--- config.mk ---
export PLATFORM = sky130hd
export DESIGN_NAME = halfstep_bounce_counter
export DESIGN_NICKNAME = d
export VERILOG_FILES = /design/src/rtl/bounce_pkg.sv /design/src/rtl/bounce_rst_sync.sv /design/src/rtl/bounce_next.sv /design/src/rtl/halfstep_bounce_counter.sv
export SDC_FILE = /design/constraint.sdc
export NUM_CORES = 1
export LEC_CHECK = 0
export ABC_AREA = 1
export BUFFER_PORTS_ARGS = -buffer_cell sky130_fd_sc_hd__buf_2
export CORE_AREA = 2 2 39 41
export CTS_BUF_LIST = sky130_fd_sc_hd__clkbuf_16
export DETAILED_ROUTE_END_ITERATION = 12
export DIE_AREA = 0 0 41 43
export GPL_TIMING_DRIVEN = 0
export PLACE_DENSITY = 0.65
export SLEW_MARGIN = 20
export SYNTH_ARGS = -nofsm -noshare
export SYNTH_HDL_FRONTEND = slang
export SYNTH_SLANG_ARGS = --single-unit
export TNS_END_PERCENT = 5
--- constraint.sdc ---
create_clock -name clk -period 0.8 [get_ports clk]
set_input_delay 0.08 -clock clk [delete_from_list [all_inputs] [get_ports clk]]
set_output_delay 0.08 -clock clk [all_outputs]
set_load 0.01 [all_outputs]
--- src/rtl/bounce_pkg.sv ---
package bounce_pkg;

  typedef enum logic {
    DIR_UP   = 1'b0,
    DIR_DOWN = 1'b1
  } dir_e;

endpackage

--- src/rtl/bounce_rst_sync.sv ---
// Asserts reset immediately and releases it only after STAGES clock edges.
module bounce_rst_sync #(
  parameter int STAGES = 2
) (
  input  logic clk,
  input  logic rst_n,
  output logic rst_sync_n
);

  logic [STAGES-1:0] chain_q;

  always_ff @(posedge clk or negedge rst_n) begin
    if (!rst_n) begin
      chain_q <= '0;
    end else begin
      chain_q <= {chain_q[STAGES-2:0], 1'b1};
    end
  end

  assign rst_sync_n = chain_q[STAGES-1];

endmodule

--- src/rtl/bounce_next.sv ---
// Next-state logic for the half-step register.
// The register moves by two per cycle, and by one inside the dwell window on the descent.
module bounce_next
  import bounce_pkg::*;
#(
  parameter int ACC_W = 4
) (
  input  logic [ACC_W-1:0] acc_q,
  input  dir_e             dir_q,
  output logic [ACC_W-1:0] acc_nxt,
  output dir_e             dir_nxt
);

  // Peak is the largest even code; the floor is the code that shows 1.
  localparam logic [ACC_W-1:0] PEAK      = ACC_W'((1 << ACC_W) - 2);
  localparam logic [ACC_W-1:0] FLOOR     = ACC_W'(2);
  localparam int               DWELL_OUT = 1 << (ACC_W - 2);
  // Codes from which a single-unit step is taken: just above the dwell value, and its odd half.
  localparam logic [ACC_W-1:0] WIN_HI    = ACC_W'(2 * DWELL_OUT + 2);
  localparam logic [ACC_W-1:0] WIN_LO    = ACC_W'(2 * DWELL_OUT + 1);
  localparam logic [ACC_W-1:0] STEP_ONE  = ACC_W'(1);
  localparam logic [ACC_W-1:0] STEP_TWO  = ACC_W'(2);

  logic in_window;

  always_comb begin
    in_window = (acc_q == WIN_HI) || (acc_q == WIN_LO);
    acc_nxt   = acc_q;
    dir_nxt   = dir_q;
    unique case (dir_q)
      DIR_UP: begin
        acc_nxt = acc_q + STEP_TWO;
        if (acc_q == PEAK) begin
          acc_nxt = acc_q - STEP_TWO;
          dir_nxt = DIR_DOWN;
        end
      end
      DIR_DOWN: begin
        if (acc_q == FLOOR) begin
          acc_nxt = '0;
          dir_nxt = DIR_UP;
        end else if (in_window) begin
          acc_nxt = acc_q - STEP_ONE;
        end else begin
          acc_nxt = acc_q - STEP_TWO;
        end
      end
      default: begin
        acc_nxt = '0;
        dir_nxt = DIR_UP;
      end
    endcase
  end

endmodule

--- src/rtl/halfstep_bounce_counter.sv ---
module halfstep_bounce_counter
  import bounce_pkg::*;
#(
  parameter int OUT_W       = 3,
  parameter int SYNC_STAGES = 2
) (
  input  logic             clk,
  input  logic             rst_n,
  output logic [OUT_W-1:0] count_o,
  output logic             descending_o
);

  localparam int               ACC_W   = OUT_W + 1;
  localparam logic [OUT_W-1:0] TOP_VAL = '1;
  localparam logic [OUT_W-1:0] ONE_VAL = OUT_W'(1);

  logic             rst_sync_n;
  logic [ACC_W-1:0] acc_q, acc_nxt;
  dir_e             dir_q, dir_nxt;

  bounce_rst_sync #(.STAGES(SYNC_STAGES)) u_rst_sync (
    .clk        (clk),
    .rst_n      (rst_n),
    .rst_sync_n (rst_sync_n)
  );

  bounce_next #(.ACC_W(ACC_W)) u_next (
    .acc_q   (acc_q),
    .dir_q   (dir_q),
    .acc_nxt (acc_nxt),
    .dir_nxt (dir_nxt)
  );

  always_ff @(posedge clk or negedge rst_sync_n) begin
    if (!rst_sync_n) begin
      acc_q <= '0;
      dir_q <= DIR_UP;
    end else begin
      acc_q <= acc_nxt;
      dir_q <= dir_nxt;
    end
  end

  assign count_o      = acc_q[ACC_W-1:1];
  assign descending_o = (dir_q == DIR_DOWN);

  // Assertions
  p_ascent_step_r2: assert property (@(posedge clk) disable iff (!rst_sync_n)
    (!descending_o && count_o != TOP_VAL) |=> (!descending_o && count_o == $past(count_o) + ONE_VAL));

  p_peak_turn_r3: assert property (@(posedge clk) disable iff (!rst_sync_n)
    (!descending_o && count_o == TOP_VAL) |=> (descending_o && count_o == TOP_VAL - ONE_VAL));

  // An even register code on the descent (other than the floor) is always followed by a visible decrement.
  p_descent_step_r4: assert property (@(posedge clk) disable iff (!rst_sync_n)
    (descending_o && !acc_q[0] && count_o != ONE_VAL) |=> (descending_o && count_o == $past(count_o) - ONE_VAL));

  // The odd half-step code is the only hold, and it appears only on the descent.
  p_hold_only_down_r5: assert property (@(posedge clk) disable iff (!rst_sync_n)
    acc_q[0] |-> descending_o);

  p_hold_stable_r5: assert property (@(posedge clk) disable iff (!rst_sync_n)
    (descending_o && acc_q[0]) |=> (descending_o && $stable(count_o)));

  p_floor_wrap_r6: assert property (@(posedge clk) disable iff (!rst_sync_n)
    (descending_o && count_o == ONE_VAL) |=> (!descending_o && count_o == '0));

  p_reset_clear_r1: assert property (@(posedge clk)
    !rst_sync_n |-> (count_o == '0 && !descending_o));

endmodule

==> out/results.ini, run 1 <==
[run_status]
outcome = finished with violations
violations = setup timing

[cells_and_area]
antennaDiodeCount = 0
fill_cells = 126
stdcell_count = 99
final_cell_mix = nand2_1 (25), nand3_1 (6), buf_4 (6)
final_common_cell = nand2_1
final_nets = 92
postLayoutCoreUtil_pct = 54.2
drive_gt1_share_pct = 43.4
area_growth_pct = 50.1

[sta]
finClkSkew_ns = 0.00279
hold_violations = 0
fmax_mhz = 835
post-route-min-period_ns = 1.20
setup_viol = 9
rsz0062_at_grt = yes
fin_setup_tns_ns = -2.61
finalWorstSetupSlack_ns = -0.397
finalMaxSlewViolations = 0
fin_crit_sh_pct = 150

[grt]
track_usage_pct = 13.4
grt_antenna_before_repair = 0
overflow = 0
grt_pass1_wl_um = 1500
grt_max_degree = 8
first_global_vias = 386

[route]
drt_iter0_drc = 6
first_pass_iters = 5
postRouteAntennaNets = 0
drt-total-wl_um = 967
drcViolationCount = 0
vias = 448
viasPerCell = 4.53
wire_per_inst_um = 9.77

[worst_setup_path]
critPathMaxStageDelay_ns = 0.43
crit_buf_inv = 2
r2r_start = acc_q[1]
critical_path.endpoint = acc_q[2]
cp-startpoint = acc_q[1]
cp-end-kind = flop
path_delay_family = flip-flops
cp_max_fo = 5
worst-r2r-cell-count = 7
crit_slowest_cell = dfrtp_2
startpoint_type = flop
worstPathCellList = clkinv_4 > ha_4 > inv_2 > nor2_2 > nor2_1 > nand2_1 > nand2_1
worst-path-stages = 7
crit_required_ns = 0.92
path_class = flop to flop
worstPathArrival_ns = 1.32
rrSetupSlack_ns = -0.40
crit_top_cell = nand2_1
rr_endpoint = acc_q[2]

[floorplanning]
dieHeight_um = 43
core_um2 = 1380
rows = 14
io_pins = 6
dieArea_um2 = 1760
start_util_pct = 36.1
die_x_um = 41

[power]
power_frac_comb_pct = 0.6
power.share.sequential_pct = 29.7
clkPwrFrac_pct = 69.7
switching_share_pct = 17.1
p_per_area_nw_per_um2 = 1650
peakVddDrop_uv = 1180
internal_power_uw = 1020
switchingPower_uw = 211
power.total_uw = 1230
p_leak_uw = 0.000376

[synth]
yosys_warnings = 0
syn_area_um2 = 499
syn_inst = 69
syn_nets = 77
seq_area_frac_synth_pct = 35.1
yosysUniqueCellTypes = 13
syn_avg_cell_area_um2 = 7.24
ys_seq_elements = 7

[clock_tree]
cts_buffers = 3
htree_levels = 1
clock_latency_ns = 0.23
cts_buffer_depth = 2
tritoncts = yes
clk_root_buffer_cell = clkbuf_16
path_clk_slew_ns = 0.04
clock-sinks = 7

[placed_design]
place_hpwl_um = 641
gp_congestion = 0.778
numPlacedInstances = 90
port_buffers = 5
dpl_worst_slack_ns = -0.442

[min_path]
hold_path_class = flop to asynchronous set/reset pin

[run]
max-cap-violations = 0

==> worst reg2reg max path: stages (launching register included) <==
cell and delay (ns):
dfrtp_2 0.43, clkinv_4 0.12, ha_4 0.29, inv_2 0.04
nor2_2 0.06, nor2_1 0.05, nand2_1 0.06, nand2_1 0.04
==> worst min path at each step <==
stage,from,endpoint
floorplan,rst_n,u_rst_sync.chain_q[0]
global placement,rst_n,u_rst_sync.chain_q[1]
detailed placement,rst_n,u_rst_sync.chain_q[1]
CTS,u_rst_sync.chain_q[1],acc_q[2]
global route,u_rst_sync.chain_q[1],descending_o
finish,u_rst_sync.chain_q[1],acc_q[2]
==> registers in the layout, summed over array words and instances, names as in the netlist <==
register / flops
acc_q: 4
descending_o: 1
u_rst_sync.chain_q: 2
==> repair_timing <==
action                                  CTS  global route
setup buffers                             4             0
resized for setup                         7             6
endpoints found under the setup margin    9             9
endpoints found under the hold margin     2             0
pin swaps                                 3             6
hold buffers                              1             0
==> power groups by stage <==
stage	registers (uW)	logic, uW	clock network, uW
after CTS	367	7.66	875
after detailed placement	371	3.97	0
after floorplan	370	0.406	0
final	366	7.94	859
after global placement	371	3.78	0
after global routing	368	8.57	889
==> layer usage <==
layer / track usage [%] / routed length [um] / vias to the layer above
met1: 14.4 / 401 / 206
met2: 22.2 / 520 / 4
met4: 6.00 / 23 / 0
met5: 0 / 0 / -
met3: 4.71 / 22 / 3
li1: - / - / 235
==> per-stage QoR <==
stage          area [um^2]  hold WS (ns)
2_1_floorplan          534        -0.216
3_3_place_gp           579        -0.135
3_5_place_dp           579        -0.133
4_1_cts                738        0.0808
5_1_grt                749        0.0955
6_report               749        0.0748
==> synth_stat cells <==
master,n,share of area (%)
nand4_1,2,2.5
nor2_1,3,2.3
buf_4,3,4.5
nand3_1,7,7.0
dfrtp_1,7,35
inv_1,10,7.5
nand3b_1,1,1.5
conb_1,1,0.75
nand2_2,1,1.3
nand2_1,26,20
ha_1,6,15
nor2_4,1,2.3
inv_2,1,0.75
==> cell families after synthesis <==
kind of cell               share of synthesized area [%]
adders and majority gates                           15.0
other                                              0.751
DFF                                                 35.1
and+or+nand+nor                                     36.3
buffers and inverters                               12.8
==> layout make-up <==
type | count | area, um^2 | share of cell area (%)
plain buffers | 3 | 22.5 | 3.01
clock buffers | 3 | 75.1 | 10.0
clock inverters | 1 | 5.00 | 0.668
inverters | 11 | 46.3 | 6.18
multi-input cells | 48 | 330 | 44.1
flip-flops and latches | 7 | 181 | 24.2
well taps | 16 | 20.0 | 2.67
repair buffers | 10 | 68.8 | 9.18
Power figures use the tool's default switching activity.
==> run 2: changes to the inputs <==
CELL_PAD_IN_SITES_DETAIL_PLACEMENT = 1   (was unset)
CELL_PAD_IN_SITES_GLOBAL_PLACEMENT = 1   (was unset)
CORE_AREA = unset   (was 2 2 39 41)
CORE_UTILIZATION = 38   (was unset)
DIE_AREA = unset   (was 0 0 41 43)
PLACE_DENSITY = 0.83   (was 0.65)
==> run 2 against run 1 <==
Net effect:
- the run still ends with setup timing left
- clock skew grew 0.0037 ns
- final cell count grew 5.1%
- routed wire length grew 130%
- global-route usage grew 19 points
- sequential cell count is the same
- non-clock buffer count grew 7
- via count grew 26%
- fmax shrank 11%
- design area grew 12%
- critical path type unchanged
- largest power group unchanged
==> out/results.ini, run 2 (synthesis results as in run 1) <==
[grt]
track_usage_pct = 32.2
first_global_vias = 594
overflow = 0
use_met3_pct = 5.81
grtUsageMet2_pct = 58.9
grt_pass1_wl_um = 2900
grtUsageMet1_pct = 31.9
grt_antenna_before_repair = 0
grt_max_degree = 8
grt.busiest_layer = met2

[worst_setup_path]
startpoint_type = flop
cp-end-kind = flop
worstPathArrival_ns = 1.47
path_class = flop to flop
crit_required_ns = 0.92
cp_max_fo = 5

[sta]
finalMaxSlewViolations = 0
fin_crit_sh_pct = 169
setup_viol = 9
fin_setup_tns_ns = -3.34
hold_violations = 0
rsz0062_at_grt = yes
fmax_mhz = 741
post-route-min-period_ns = 1.35
finClkSkew_ns = 0.00653
finalWorstSetupSlack_ns = -0.550

[power]
power.share.sequential_pct = 29.6
clkPwrFrac_pct = 69.7
switchingPower_uw = 225
p_per_area_nw_per_um2 = 1480
peakVddDrop_uv = 1770
power_frac_comb_pct = 0.7
internal_power_uw = 1020
p_leak_uw = 0.000417
switching_share_pct = 18.1

[route]
wire_per_inst_um = 21.1
viasPerCell = 5.41
vias = 563
drt-total-wl_um = 2200
drcViolationCount = 0
postRouteAntennaNets = 0
drt_iter0_drc = 12
first_pass_iters = 4

[clock_tree]
tritoncts = yes
cts_buffer_depth = 2
clk_root_buffer_cell = clkbuf_16
clock-sinks = 7
clock_latency_ns = 0.24
path_clk_slew_ns = 0.04
cts_buffers = 3
htree_levels = 1

[cells_and_area]
regMostFlops = acc_q
area_growth_pct = 67.9
largest_reg_flops = 4
final_nets = 99
antennaDiodeCount = 0
fill_cells = 123
final_cell_mix = nand2_1 (20), buf_4 (11), inv_2 (6)
drive_gt1_share_pct = 54.4
final_common_cell = nand2_1

[floorplanning]
core_um2 = 1160
rows = 12
die_x_um = 38.2
dieHeight_um = 38.2
start_util_pct = 43.2
io_pins = 6
dieArea_um2 = 1460

[run_status]
outcome = finished with violations
violations = setup timing

[placed_design]
dpl_worst_slack_ns = -0.482
gp_congestion = 0.834
place_hpwl_um = 825
port_buffers = 5

[run]
max-cap-violations = 0

[min_path]
hold_path_class = flop to asynchronous set/reset pin

==> run 2: final cells by class <==
type                       count  area [um^2]  area share (%)
multi-input combinational     48          355            42.4
clock buffer                   3         75.1            8.96
clock inverter                 1         3.75           0.448
sequential                     7          180            21.5
buffer                         3         22.5            2.69
tap                           14         17.5            2.09
inverter                      11         46.3            5.52
timing repair buffer          17          138            16.4
==> run 2: power groups by stage <==
stage | Clock, uW | Sequential (uW) | Combinational [uW]
floorplan | 0 | 370 | 0.406
global placement | 0 | 371 | 3.80
detailed placement | 0 | 371 | 3.90
CTS | 860 | 367 | 7.71
global route | 893 | 369 | 9.41
finish | 867 | 368 | 8.54
==> run 2: worst max-delay path, stage by stage (launching register included) <==
cell and delay, ns:
dfrtp_2 0.44, clkinv_4 0.13, ha_4 0.30, inv_2 0.06, nor2_4 0.14, nor2_2 0.06
nand2_1 0.06, nand2_1 0.05
==> run 2: stage by stage <==
step	power (uW)	area, um^2	instances	util, %	hold slack [ns]
final	1240	838	104	72.5	0.110
after global placement	375	577	88	49.9	-0.135
after CTS	1240	788	101	68.2	0.0927
after global routing	1270	838	104	72.5	0.124
after detailed placement	375	577	88	49.9	-0.134
after floorplan	370	534	69	-	-0.216
==> run 2: path summary, 6_finish.rpt <==
kind / startpoint / endpoint / slack [ns] / cells after the start
setup / recovery: acc_q[1] / acc_q[2] / -0.55 / 7
hold / removal: u_rst_sync.chain_q[1] / acc_q[2] / 0.11 / 0
setup reg to reg: acc_q[1] / acc_q[2] / -0.55 / 7
hold reg to reg: u_rst_sync.chain_q[1] / acc_q[2] / 0.11 / 0
max in group asynchronous: u_rst_sync.chain_q[1] / acc_q[1] / 0.44 / 0
min in group clk: u_rst_sync.chain_q[0] / u_rst_sync.chain_q[1] / 0.34 / 0
==> run 2: metal layers <==
| metal | up-vias | wire length, um |
|---|---|---|
| met1 | 282 | 974 |
| met4 | 0 | 107 |
| met3 | 12 | 61 |
| met5 | - | 0 |
| li1 | 248 | - |
| met2 | 21 | 1050 |
==> run 2: repair_timing <==
item / 4_1_cts / 5_1_grt
hold buffers: 1 / 0
resized for setup: 15 / 8
pin swaps: 8 / 5
setup endpoints to repair: 9 / 9
setup buffers: 9 / 3
endpoints found under the hold margin: 2 / 0
==> run 3: changes to the inputs <==
PLACE_DENSITY = unset   (was 0.83)
PLACE_DENSITY_LB_ADDON = 0.2   (was unset)
==> run 3 against run 2 <==
Net effect:
- the run still ends with setup timing left
- routed wire length down 27%
- fmax grew 6.2%
- count of clock-buffer cells in the layout unchanged
- clock skew about the same
- worst setup slack better by 0.078 ns
==> out/results.ini, run 3 (synthesis results as in run 1) <==
[run_status]
outcome = finished with violations
violations = setup timing

[grt]
grt.busiest_layer = met2
grt_antenna_before_repair = 0
grt_pass1_wl_um = 2410
grt_max_degree = 8
use_met3_pct = 9.30
grtUsageMet1_pct = 29.9
first_global_vias = 538
overflow = 0
track_usage_pct = 25.4
grtUsageMet2_pct = 41.1

[clock_tree]
clk_root_buffer_cell = clkbuf_16
tritoncts = yes
clock-sinks = 7
cts_buffers = 3
path_clk_slew_ns = 0.04
cts_buffer_depth = 2
clock_latency_ns = 0.23
htree_levels = 1

[route]
wire_per_inst_um = 16.3
drt_iter0_drc = 1
vias = 478
first_pass_iters = 2
postRouteAntennaNets = 0
drcViolationCount = 0
drt-total-wl_um = 1600
viasPerCell = 4.88

[cells_and_area]
final_cell_mix = nand2_1 (24), inv_1 (7), buf_4 (7)
drive_gt1_share_pct = 42.9
final_nets = 93
area_growth_pct = 51.9
final_common_cell = nand2_1
regMostFlops = acc_q
stdcell_count = 98
antennaDiodeCount = 0
largest_reg_flops = 4

[placed_design]
gp_congestion = 0.819
port_buffers = 5
place_hpwl_um = 866
numPlacedInstances = 88

[worst_setup_path]
cp-end-kind = flop
startpoint_type = flop
worstPathArrival_ns = 1.43
cp_max_fo = 3
cp-startpoint = acc_q[1]
r2r_start = acc_q[1]
path_class = flop to flop
crit_required_ns = 0.96

[sta]
rsz0062_at_grt = yes
fin_setup_tns_ns = -3.01
fin_crit_sh_pct = 159
hold_violations = 0
setup_viol = 9
finalMaxSlewViolations = 0
finClkSkew_ns = 0.00672
fmax_mhz = 786
finalWorstSetupSlack_ns = -0.472
post-route-min-period_ns = 1.27

[floorplanning]
start_util_pct = 43.2
dieArea_um2 = 1460
rows = 12
io_pins = 6
core_um2 = 1160
dieHeight_um = 38.2
die_x_um = 38.2

[power]
peakVddDrop_uv = 1240
p_leak_uw = 0.000385
p_per_area_nw_per_um2 = 1620

[min_path]
hold_path_class = flop to asynchronous set/reset pin

[run]
max-cap-violations = 0

==> run 3: cell count changes in the layout (fill, tap and decap cells not counted) <==
cell | before | now
buf_12 | 1 | 0
buf_4 | 11 | 7
buf_6 | 2 | 1
dfrtp_1 | 3 | 2
dfrtp_2 | 4 | 5
inv_1 | 5 | 7
inv_2 | 6 | 3
inv_4 | 0 | 1
nand2_1 | 20 | 24
nand2_2 | 5 | 1
nand3_1 | 5 | 6
nand3_2 | 2 | 1
nor2_1 | 1 | 2
nor2_4 | 2 | 1
==> run 3: per-layer routing <==
metal	vias to the layer above	share of wire, %
li1	235	-
met1	225	43
met5	-	0
met4	0	3.1
met3	6	2.9
met2	12	51
==> run 3: metrics by stage <==
stage / util, % / setup WS [ns] / instance area [um^2] / total power, uW / hold WS [ns]
after floorplan: - / -0.349 / 534 / 370 / -0.216
after global placement: 49.9 / -0.455 / 577 / 375 / -0.135
after detailed placement: 49.9 / -0.514 / 577 / 376 / -0.134
after CTS: 64.7 / -0.418 / 748 / 1240 / 0.102
after global routing: 65.6 / -0.547 / 758 / 1260 / 0.113
final: 65.6 / -0.472 / 758 / 1230 / 0.108
==> run 3: area by class of cell <==
type,count,area [um^2]
Multi-Input combinational cell,48,333
Clock buffer,3,75.1
Timing Repair Buffer,11,76.3
Tap cell,14,17.5
Inverter,11,48.8
Buffer,3,22.5
Clock inverter,1,3.75
Fill cell,142,398
Sequential cell,7,181
==> run 3: what timing repair did <==
item | 4_1_cts | 5_1_grt
resized for setup | 8 | 6
setup buffers | 5 | 0
setup endpoints to repair | 9 | 9
pin swaps | 5 | 4
endpoints found under the hold margin | 2 | 0
hold buffers | 1 | 0
==> run 3: worst paths after layout <==
check | endpoint | slack (ns) | cells after the start
setup reg to reg | acc_q[3] | -0.47 | 7
setup / recovery | acc_q[3] | -0.47 | 7
hold / removal | acc_q[1] | 0.11 | 0
min in group clk | u_rst_sync.chain_q[1] | 0.34 | 0
hold reg to reg | acc_q[1] | 0.11 | 0
max in group asynchronous | descending_o | 0.45 | 0
==> run 3: critical path: stages, from the launching register on <==
cell     delay, ns
dfrtp_2       0.44
buf_4         0.16
ha_1          0.20
inv_1         0.06
nand2_1       0.05
nand3_1       0.10
nand3_1       0.09
nand2_1       0.10
==> run 3: power breakdown <==
group          internal (uW)  switching (uW)
registers                361            7.06
logic                   4.94            3.03
clock network            652             205
